`config.mk`:
```
export PLATFORM = sky130hd
export DESIGN_NAME = legacy_window_decoder
export DESIGN_NICKNAME = d
export VERILOG_FILES = /design/src/rtl/legacy_window_decoder.sv
export SDC_FILE = /design/constraint.sdc
export NUM_CORES = 1
export LEC_CHECK = 0
export ABC_AREA = 1
export CORE_MARGIN = 5
export CORE_UTILIZATION = 46
export DETAILED_ROUTE_END_ITERATION = 7
export PLACE_DENSITY = 0.9
export RECOVER_POWER = 100
export SETUP_SLACK_MARGIN = 0.02
export SYNTH_ARGS = -nofsm -noshare
export SYNTH_HDL_FRONTEND = slang
export SYNTH_SLANG_ARGS = --single-unit
```
`constraint.sdc`:
```
create_clock -name clk -period 4.9 [get_ports clk]
set_clock_uncertainty 0.15 [all_clocks]
set_input_delay 1.225 -clock clk [delete_from_list [all_inputs] [get_ports clk]]
set_output_delay 1.225 -clock clk [all_outputs]
set_load 0.03 [all_outputs]
```
`src/rtl/legacy_window_decoder.sv`:
```
module legacy_window_decoder #(
  parameter int ADDR_W = 32,
  parameter int CFG_AW = 8
) (
  input  logic              clk,
  input  logic              rst_n,
  input  logic              cfg_wr_en,
  input  logic [CFG_AW-1:0] cfg_wr_addr,
  input  logic [7:0]        cfg_wr_data,
  input  logic [ADDR_W-1:0] acc_addr,
  input  logic              acc_is_write,
  input  logic              smm_active,
  output logic [2:0]        tgt_sel,
  output logic              wr_block
);

  localparam int NSEG  = 12;
  localparam int NBYTE = NSEG / 2;
  localparam logic [CFG_AW-1:0] OFF_HI    = CFG_AW'(8'h59);
  localparam logic [CFG_AW-1:0] OFF_SEG0  = CFG_AW'(8'h5A);
  localparam logic [CFG_AW-1:0] OFF_SMRAM = CFG_AW'(8'h72);
  localparam logic [7:0] SMRAM_RST = 8'h02;
  localparam logic [2:0] SEL_DRAM = 3'b001;
  localparam logic [2:0] SEL_ROM  = 3'b010;
  localparam logic [2:0] SEL_BUS  = 3'b100;
  localparam logic [2:0] SEL_NONE = 3'b000;

  logic [1:0]            hi_attr;
  logic [NSEG-1:0][1:0]  seg_q;
  logic [7:0]            smram_q;

  always_ff @(posedge clk or negedge rst_n)
    if (!rst_n)                               hi_attr <= 2'b00;
    else if (cfg_wr_en && cfg_wr_addr == OFF_HI) hi_attr <= cfg_wr_data[5:4];

  always_ff @(posedge clk or negedge rst_n)
    if (!rst_n)                                  smram_q <= SMRAM_RST;
    else if (cfg_wr_en && cfg_wr_addr == OFF_SMRAM) smram_q <= cfg_wr_data;

  for (genvar k = 0; k < NBYTE; k++) begin : g_seg_byte
    always_ff @(posedge clk or negedge rst_n)
      if (!rst_n) begin
        seg_q[2*k]   <= 2'b00;
        seg_q[2*k+1] <= 2'b00;
      end else if (cfg_wr_en && cfg_wr_addr == OFF_SEG0 + CFG_AW'(k)) begin
        seg_q[2*k]   <= cfg_wr_data[1:0];
        seg_q[2*k+1] <= cfg_wr_data[5:4];
      end
  end

  wire        low_mb   = (acc_addr >> 20) == '0;
  wire [3:0]  blk64    = acc_addr[19:16];
  wire        in_video = low_mb && (blk64 == 4'hA || blk64 == 4'hB);
  wire        in_hi    = low_mb && blk64 == 4'hF;
  wire        in_seg   = low_mb && (blk64 == 4'hC || blk64 == 4'hD || blk64 == 4'hE);
  wire [3:0]  seg_idx  = acc_addr[17:14];
  wire        vid_dram = smram_q[6] || (smm_active && smram_q[3]);

  logic [1:0] seg_attr;
  always_comb begin
    seg_attr = 2'b00;
    for (int i = 0; i < NSEG; i++)
      if (seg_idx == 4'(i)) seg_attr = seg_q[i];
  end

  wire [1:0] attr = in_hi ? hi_attr : seg_attr;

  always_comb begin
    tgt_sel  = SEL_DRAM;
    wr_block = 1'b0;
    if (in_video)
      tgt_sel = vid_dram ? SEL_DRAM : SEL_BUS;
    else if (in_hi || in_seg)
      case (attr)
        2'd3: tgt_sel = SEL_DRAM;
        2'd1: if (acc_is_write) begin
                tgt_sel  = SEL_NONE;
                wr_block = 1'b1;
              end else tgt_sel = SEL_ROM;
        default: tgt_sel = SEL_BUS;
      endcase
  end

endmodule


```
# After elaboration in Yosys (flattened, before gate mapping)
# Index checks and enable logic that the tools add are counted.
[word_totals]
regBits = 33
latch_bits = 0
ramBits = 0
rom_bits = 0
in_bits = 53
output_inout_bits = 4
elab_cells = 82
memories = 0
[op_classes]
add_sub_neg = 0
mul = 0
div = 0
magnitude_cmp = 0
n_eq_ne = 27
n_shift = 0
muxes = 22
n_bitwise = 0
n_reduce_logical = 19
[ops]
columns = ["operator", "n"]
rows = [
  ["8-bit by 7-bit == test with 1-bit output (second input constant)", 8],
  ["4-bit == test (second input constant)", 10],
  ["32-bit logical NOT", 1],
  ["2-bit 2-to-1 mux", 14],
  ["4-bit by 3-bit == test with 1-bit output (second input constant)", 4],
  ["1-bit logical AND", 12],
  ["3-bit 2-to-1 mux", 3],
  ["4-bit by 2-bit == test with 1-bit output (second input constant)", 2],
  ["3-bit one-hot mux with 2 select lines", 1],
  ["1-bit logical OR", 5],
  ["4-bit by 1-bit == test with 1-bit output (second input constant)", 1],
  ["4-bit logical NOT", 1],
  ["1-bit 2-to-1 mux", 4],
  ["2-bit by 1-bit == test with 1-bit output (second input constant)", 1],
  ["2-bit == test (second input constant)", 1],
]

# Logic depth before layout (Yosys ltp)
[logic_depth]
depth_word = 18
mapped_depth = 12
depth_no_buf = 12

# Worst setup path before layout
# OpenSTA, ideal clock, no wires.
[synth_path]
kind = "input port to output port"
start = "input acc_addr[20]"
end = "output tgt_sel[0]"
arrival_ns = 2.624
required_ns = 3.525
setup_slack_ns = 0.901
cell_stages = 7
path_buffers = 0
path_cell_list = "nor4_1 > nand3_1 > nor2_1 > nand4_1 > nand3_1 > nand2_1 > nor2_1"
[synth_between]
elab_chain_cells = 7
word_cells_on_any_way = 11
classes_between = "eq/ne (2); mux (4); reduce/logical (5)"
[synth_rtl]
columns = ["element", "line", "rtl"]
rows = [
  ["start: declaration", "10", "input logic [ADDR_W-1:0] acc_addr,"],
  ["32-bit logical NOT (*)", "51", "wire low_mb = (acc_addr >> 20) == '0;"],
  ["1-bit logical AND", "54", "wire in_hi = low_mb && blk64 == 4'hF;"],
  ["2-bit 2-to-1 mux", "66", "wire [1:0] attr = in_hi ? hi_attr : seg_attr;"],
  ["2-bit by 1-bit == test with 1-bit output or 2-bit == test (tied branches)", "74", "case (attr)"],
  ["3-bit one-hot mux with 2 select lines", "74", ""],
  ["3-bit 2-to-1 mux", "73", "else if (in_hi || in_seg)"],
  ["3-bit 2-to-1 mux (*)", "71", "if (in_video)"],
  ["end: declaration", "13", "output logic [2:0] tgt_sel,"],
]
# Every way passes the cells marked *; elsewhere a longest branch is shown, timed or not.

# Final worst setup path
[layout_path]
start = "input acc_addr[16]"
end = "output tgt_sel[0]"
[layout_between]
elab_chain_cells = 18
word_cells_on_any_way = 43
classes_between = "eq/ne (19); mux (16); reduce/logical (8)"
[layout_rtl]
columns = ["element", "line", "rtl"]
rows = [
  ["4-bit logical NOT", "63", "if (seg_idx == 4'(i)) seg_attr = seg_q[i];"],
  ["2-bit 2-to-1 mux (12 in a row)", "63", ""],
  ["2-bit 2-to-1 mux", "66", ""],
  ["2-bit by 1-bit == test with 1-bit output or 2-bit == test (tied branches)", "74", ""],
  ["3-bit one-hot mux with 2 select lines", "74", ""],
  ["3-bit 2-to-1 mux", "73", ""],
  ["3-bit 2-to-1 mux (*)", "71", ""],
]
# Marks and branches as above.

==> qor.yml <==
outcome: "finished clean"
p_clk_share_pct: 32.2
yosys_warnings: 0
fin_area_um2: 1950
cpPeakStageDelay_ns: 0.55
synth_area_leaders: "dfrtp_1 (49%), nand2_1 (14%), o21ai_0 (9.1%)"
wl_per_cell_um: 12.7
period_share_pct: 94.9
peakVddDrop_v: 0.000129
finalWirelength_mm: 3.57
dpl_cell_area_um2: 1910
num_rows: 20
place_congestion: 0.866
drc: 0
fin_setup_tns_ns: 0
start_util_pct: 47.3
tightest_slew_ns: 1.46
synth_cells: 191
synth_most_common_cell: "nand2_1"
end_kind: "output port"
p_seq_share_pct: 53.4
synthFlopType: "dfrtp_1"
ios: 57
port_buffers: 40
finalHoldViolCount: 0
die_h_um: 65.8
relSlewSlack_pct: 2.76
netlist_area_um2: 1430
cts_tree: "built"
grt_pass1_wl_mm: 5.92
synth_top_area_cell: "dfrtp_1"
drive_gt1_share_pct: 6.30
synth_top_cell_area_share_pct: 48.9
antenna_found_initial: 0
cp.required_ns: 3.52
syn2layout_area_growth_pct: 35.9
cp-start-kind: "input pin"
hold_path_class: "reg -> reg"
p_leak_nw: 0.898
p_sw_share_pct: 22.6
synth_edf_count: 0
post_cts_buffers: 0
synth_cell_types: 16
setup_viol: 0
rsz0062_at_grt: "no"
grt_pass1_vias: 1316
dp_hpwl_mm: 2.83
num-fill-cells: 252
synthArstFlopShare_pct: 100
final_nets: 292
syn_nets: 244
critical_path_class: "in -> out"
crit_chain: "clkdlybuf4s50_1, nor2_2, nand3_1, nand3_1, nor2_1, nand4_1, nand2_1, nand4_1, nand2_1, nand3_1, nand2_1, nor2_1, dlygate4sd2_1"
cts_sinks: 28
min_period_ns: 4.65
critical_path_arrival_ns: 3.28
power_density_nw_per_um2: 239
via_count: 1425
grtUsageTotal_pct: 18.0
cts.clk_slew.worst_paths_ns: 0.15
slowest_stage: "clkdlybuf4s50_1"
cp_max_fo: 8
die-area_um2: 4330
cts_root_buf: "clkbuf_4"
yosys-top-cells-count: "nand2_1 (55), dfrtp_1 (28), o21ai_0 (26)"
grt_max_degree: 29
cts_buffer_depth: 2
drv_cap: 0
ys_seq_elements: 28
fmax_mhz: 215
vias_per_cell: 5.05
die-width_um: 65.8
h-tree-depth: 1
cts_hold_buf: 0
combinationalPowerShare_pct: 14.4
drtAntennaViolNets: 0
antenna_cells: 0
ys_seq_area_share_pct: 48.9
syn_area_per_cell_um2: 7.50
slew_viol_final: 0
p_switching_mw: 0.105
core_um2: 3030
p_int_mw: 0.361
cts_buffers: 3
grt.overflow.total: 0
drt_iter0_drc: 84
clk_latency_ns: 0.32
first_pass_iters: 4
## flip-flops by register name, summed over array words and instances (netlist names)
signal,cells
hi_attr,2
seg_q,24
smram_q,2
## per-layer routing
layer  vias to the layer above  share of wire, %  global-route usage [%]
met2                        38                50                    30.2
met4                         0               2.0                    7.25
met1                       643                43                    23.0
met3                        10               4.8                    2.72
met5                         -                 0                       0
li1                        734                 -                       -
## power by group through the flow
stage	combinational (mW)	clock [mW]	sequential, mW
global route	0.0749	0.161	0.250
floorplan	0.0233	0	0.251
global placement	0.0654	0	0.252
detailed placement	0.0673	0	0.253
CTS	0.0679	0.153	0.248
finish	0.0669	0.150	0.249
## worst paths after layout
kind / to / depth (start not counted) / from / slack (ns)
max: tgt_sel[0] / 13 / acc_addr[16] / 0.25
min: seg_q[6]$_DFFE_PN0P_ / 2 / seg_q[6]$_DFFE_PN0P_ / 0.35
max reg2reg: smram_q[3]$_DFFE_PN0P_ / 1 / smram_q[3]$_DFFE_PN0P_ / 3.95
min reg2reg: seg_q[6]$_DFFE_PN0P_ / 2 / seg_q[6]$_DFFE_PN0P_ / 0.35
max in group asynchronous: smram_q[6]$_DFFE_PN0P_ / 2 / rst_n / 2.16
min in group asynchronous: seg_q[16]$_DFFE_PN0P_ / 2 / rst_n / 1.60
## cells by family (layout without fill, tap and decap cells)
| family | count (synthesis) | count (layout) | share of synthesized area [%] |
|---|---|---|---|
| buffers and inverters | 18 | 65 | 4.72 |
| DFF | 28 | 28 | 48.9 |
| AOI/OAI and AO/OA | 29 | 29 | 10.4 |
| and+or+nand+nor | 114 | 114 | 34.4 |
| muxes | 2 | 2 | 1.57 |
## cell type report
cell class / count / area (um2) / share of cell area, %
Clock inverter: 1 / 30.0 / 1.54
Timing Repair Buffer: 43 / 407 / 20.9
Multi-Input combinational cell: 145 / 664 / 34.1
Tap cell: 44 / 55.1 / 2.83
Inverter: 18 / 67.6 / 3.47
Clock buffer: 3 / 22.5 / 1.16
Sequential cell: 28 / 701 / 36.0
## stage by stage
stage	util [%]	setup slack (ns)	instances	hold slack [ns]	power (mW)
2_1_floorplan	-	0.901	191	0.296	0.274
3_3_place_gp	62.9	0.0688	278	0.314	0.318
3_5_place_dp	62.9	0.0127	278	0.320	0.320
4_1_cts	64.6	0.0480	282	0.354	0.469
5_1_grt	64.3	0.0681	282	0.374	0.486
6_report	64.3	0.248	282	0.350	0.466
## placed cells by master (no fill, tap or decap)
cell / Yosys / layout
inv_1: 16 / 16
bufinv_16: 0 / 1
clkbuf_1: 0 / 2
nor4_1: 3 / 3
mux2_2: 2 / 2
o21ai_0: 26 / 26
nand3_1: 17 / 17
dlygate4sd3_1: 0 / 3
dfrtp_1: 28 / 28
buf_4: 0 / 4
and3_1: 4 / 4
inv_2: 2 / 2
a21oi_1: 2 / 2
clkdlybuf4s50_1: 0 / 33
nor3_1: 1 / 1
a211o_1: 1 / 1
nor2_1: 24 / 24
nor2_2: 2 / 2
nand2_2: 1 / 1
dlygate4sd2_1: 0 / 1
nand2_1: 55 / 55
clkbuf_4: 0 / 3
nand4_1: 7 / 7
## worst max-delay path: cells and delay by family
| kind | cells | cell delay, ns |
|---|---|---|
| simple gates | 11 | 1.08 |
| buf+inv | 2 | 0.96 |
## repair_timing
item,4_1_cts,5_1_grt
endpoints found under the setup margin,1,1
gates resized for setup,1,1
pin swaps,0,0
(Power assumes the default switching activity.)
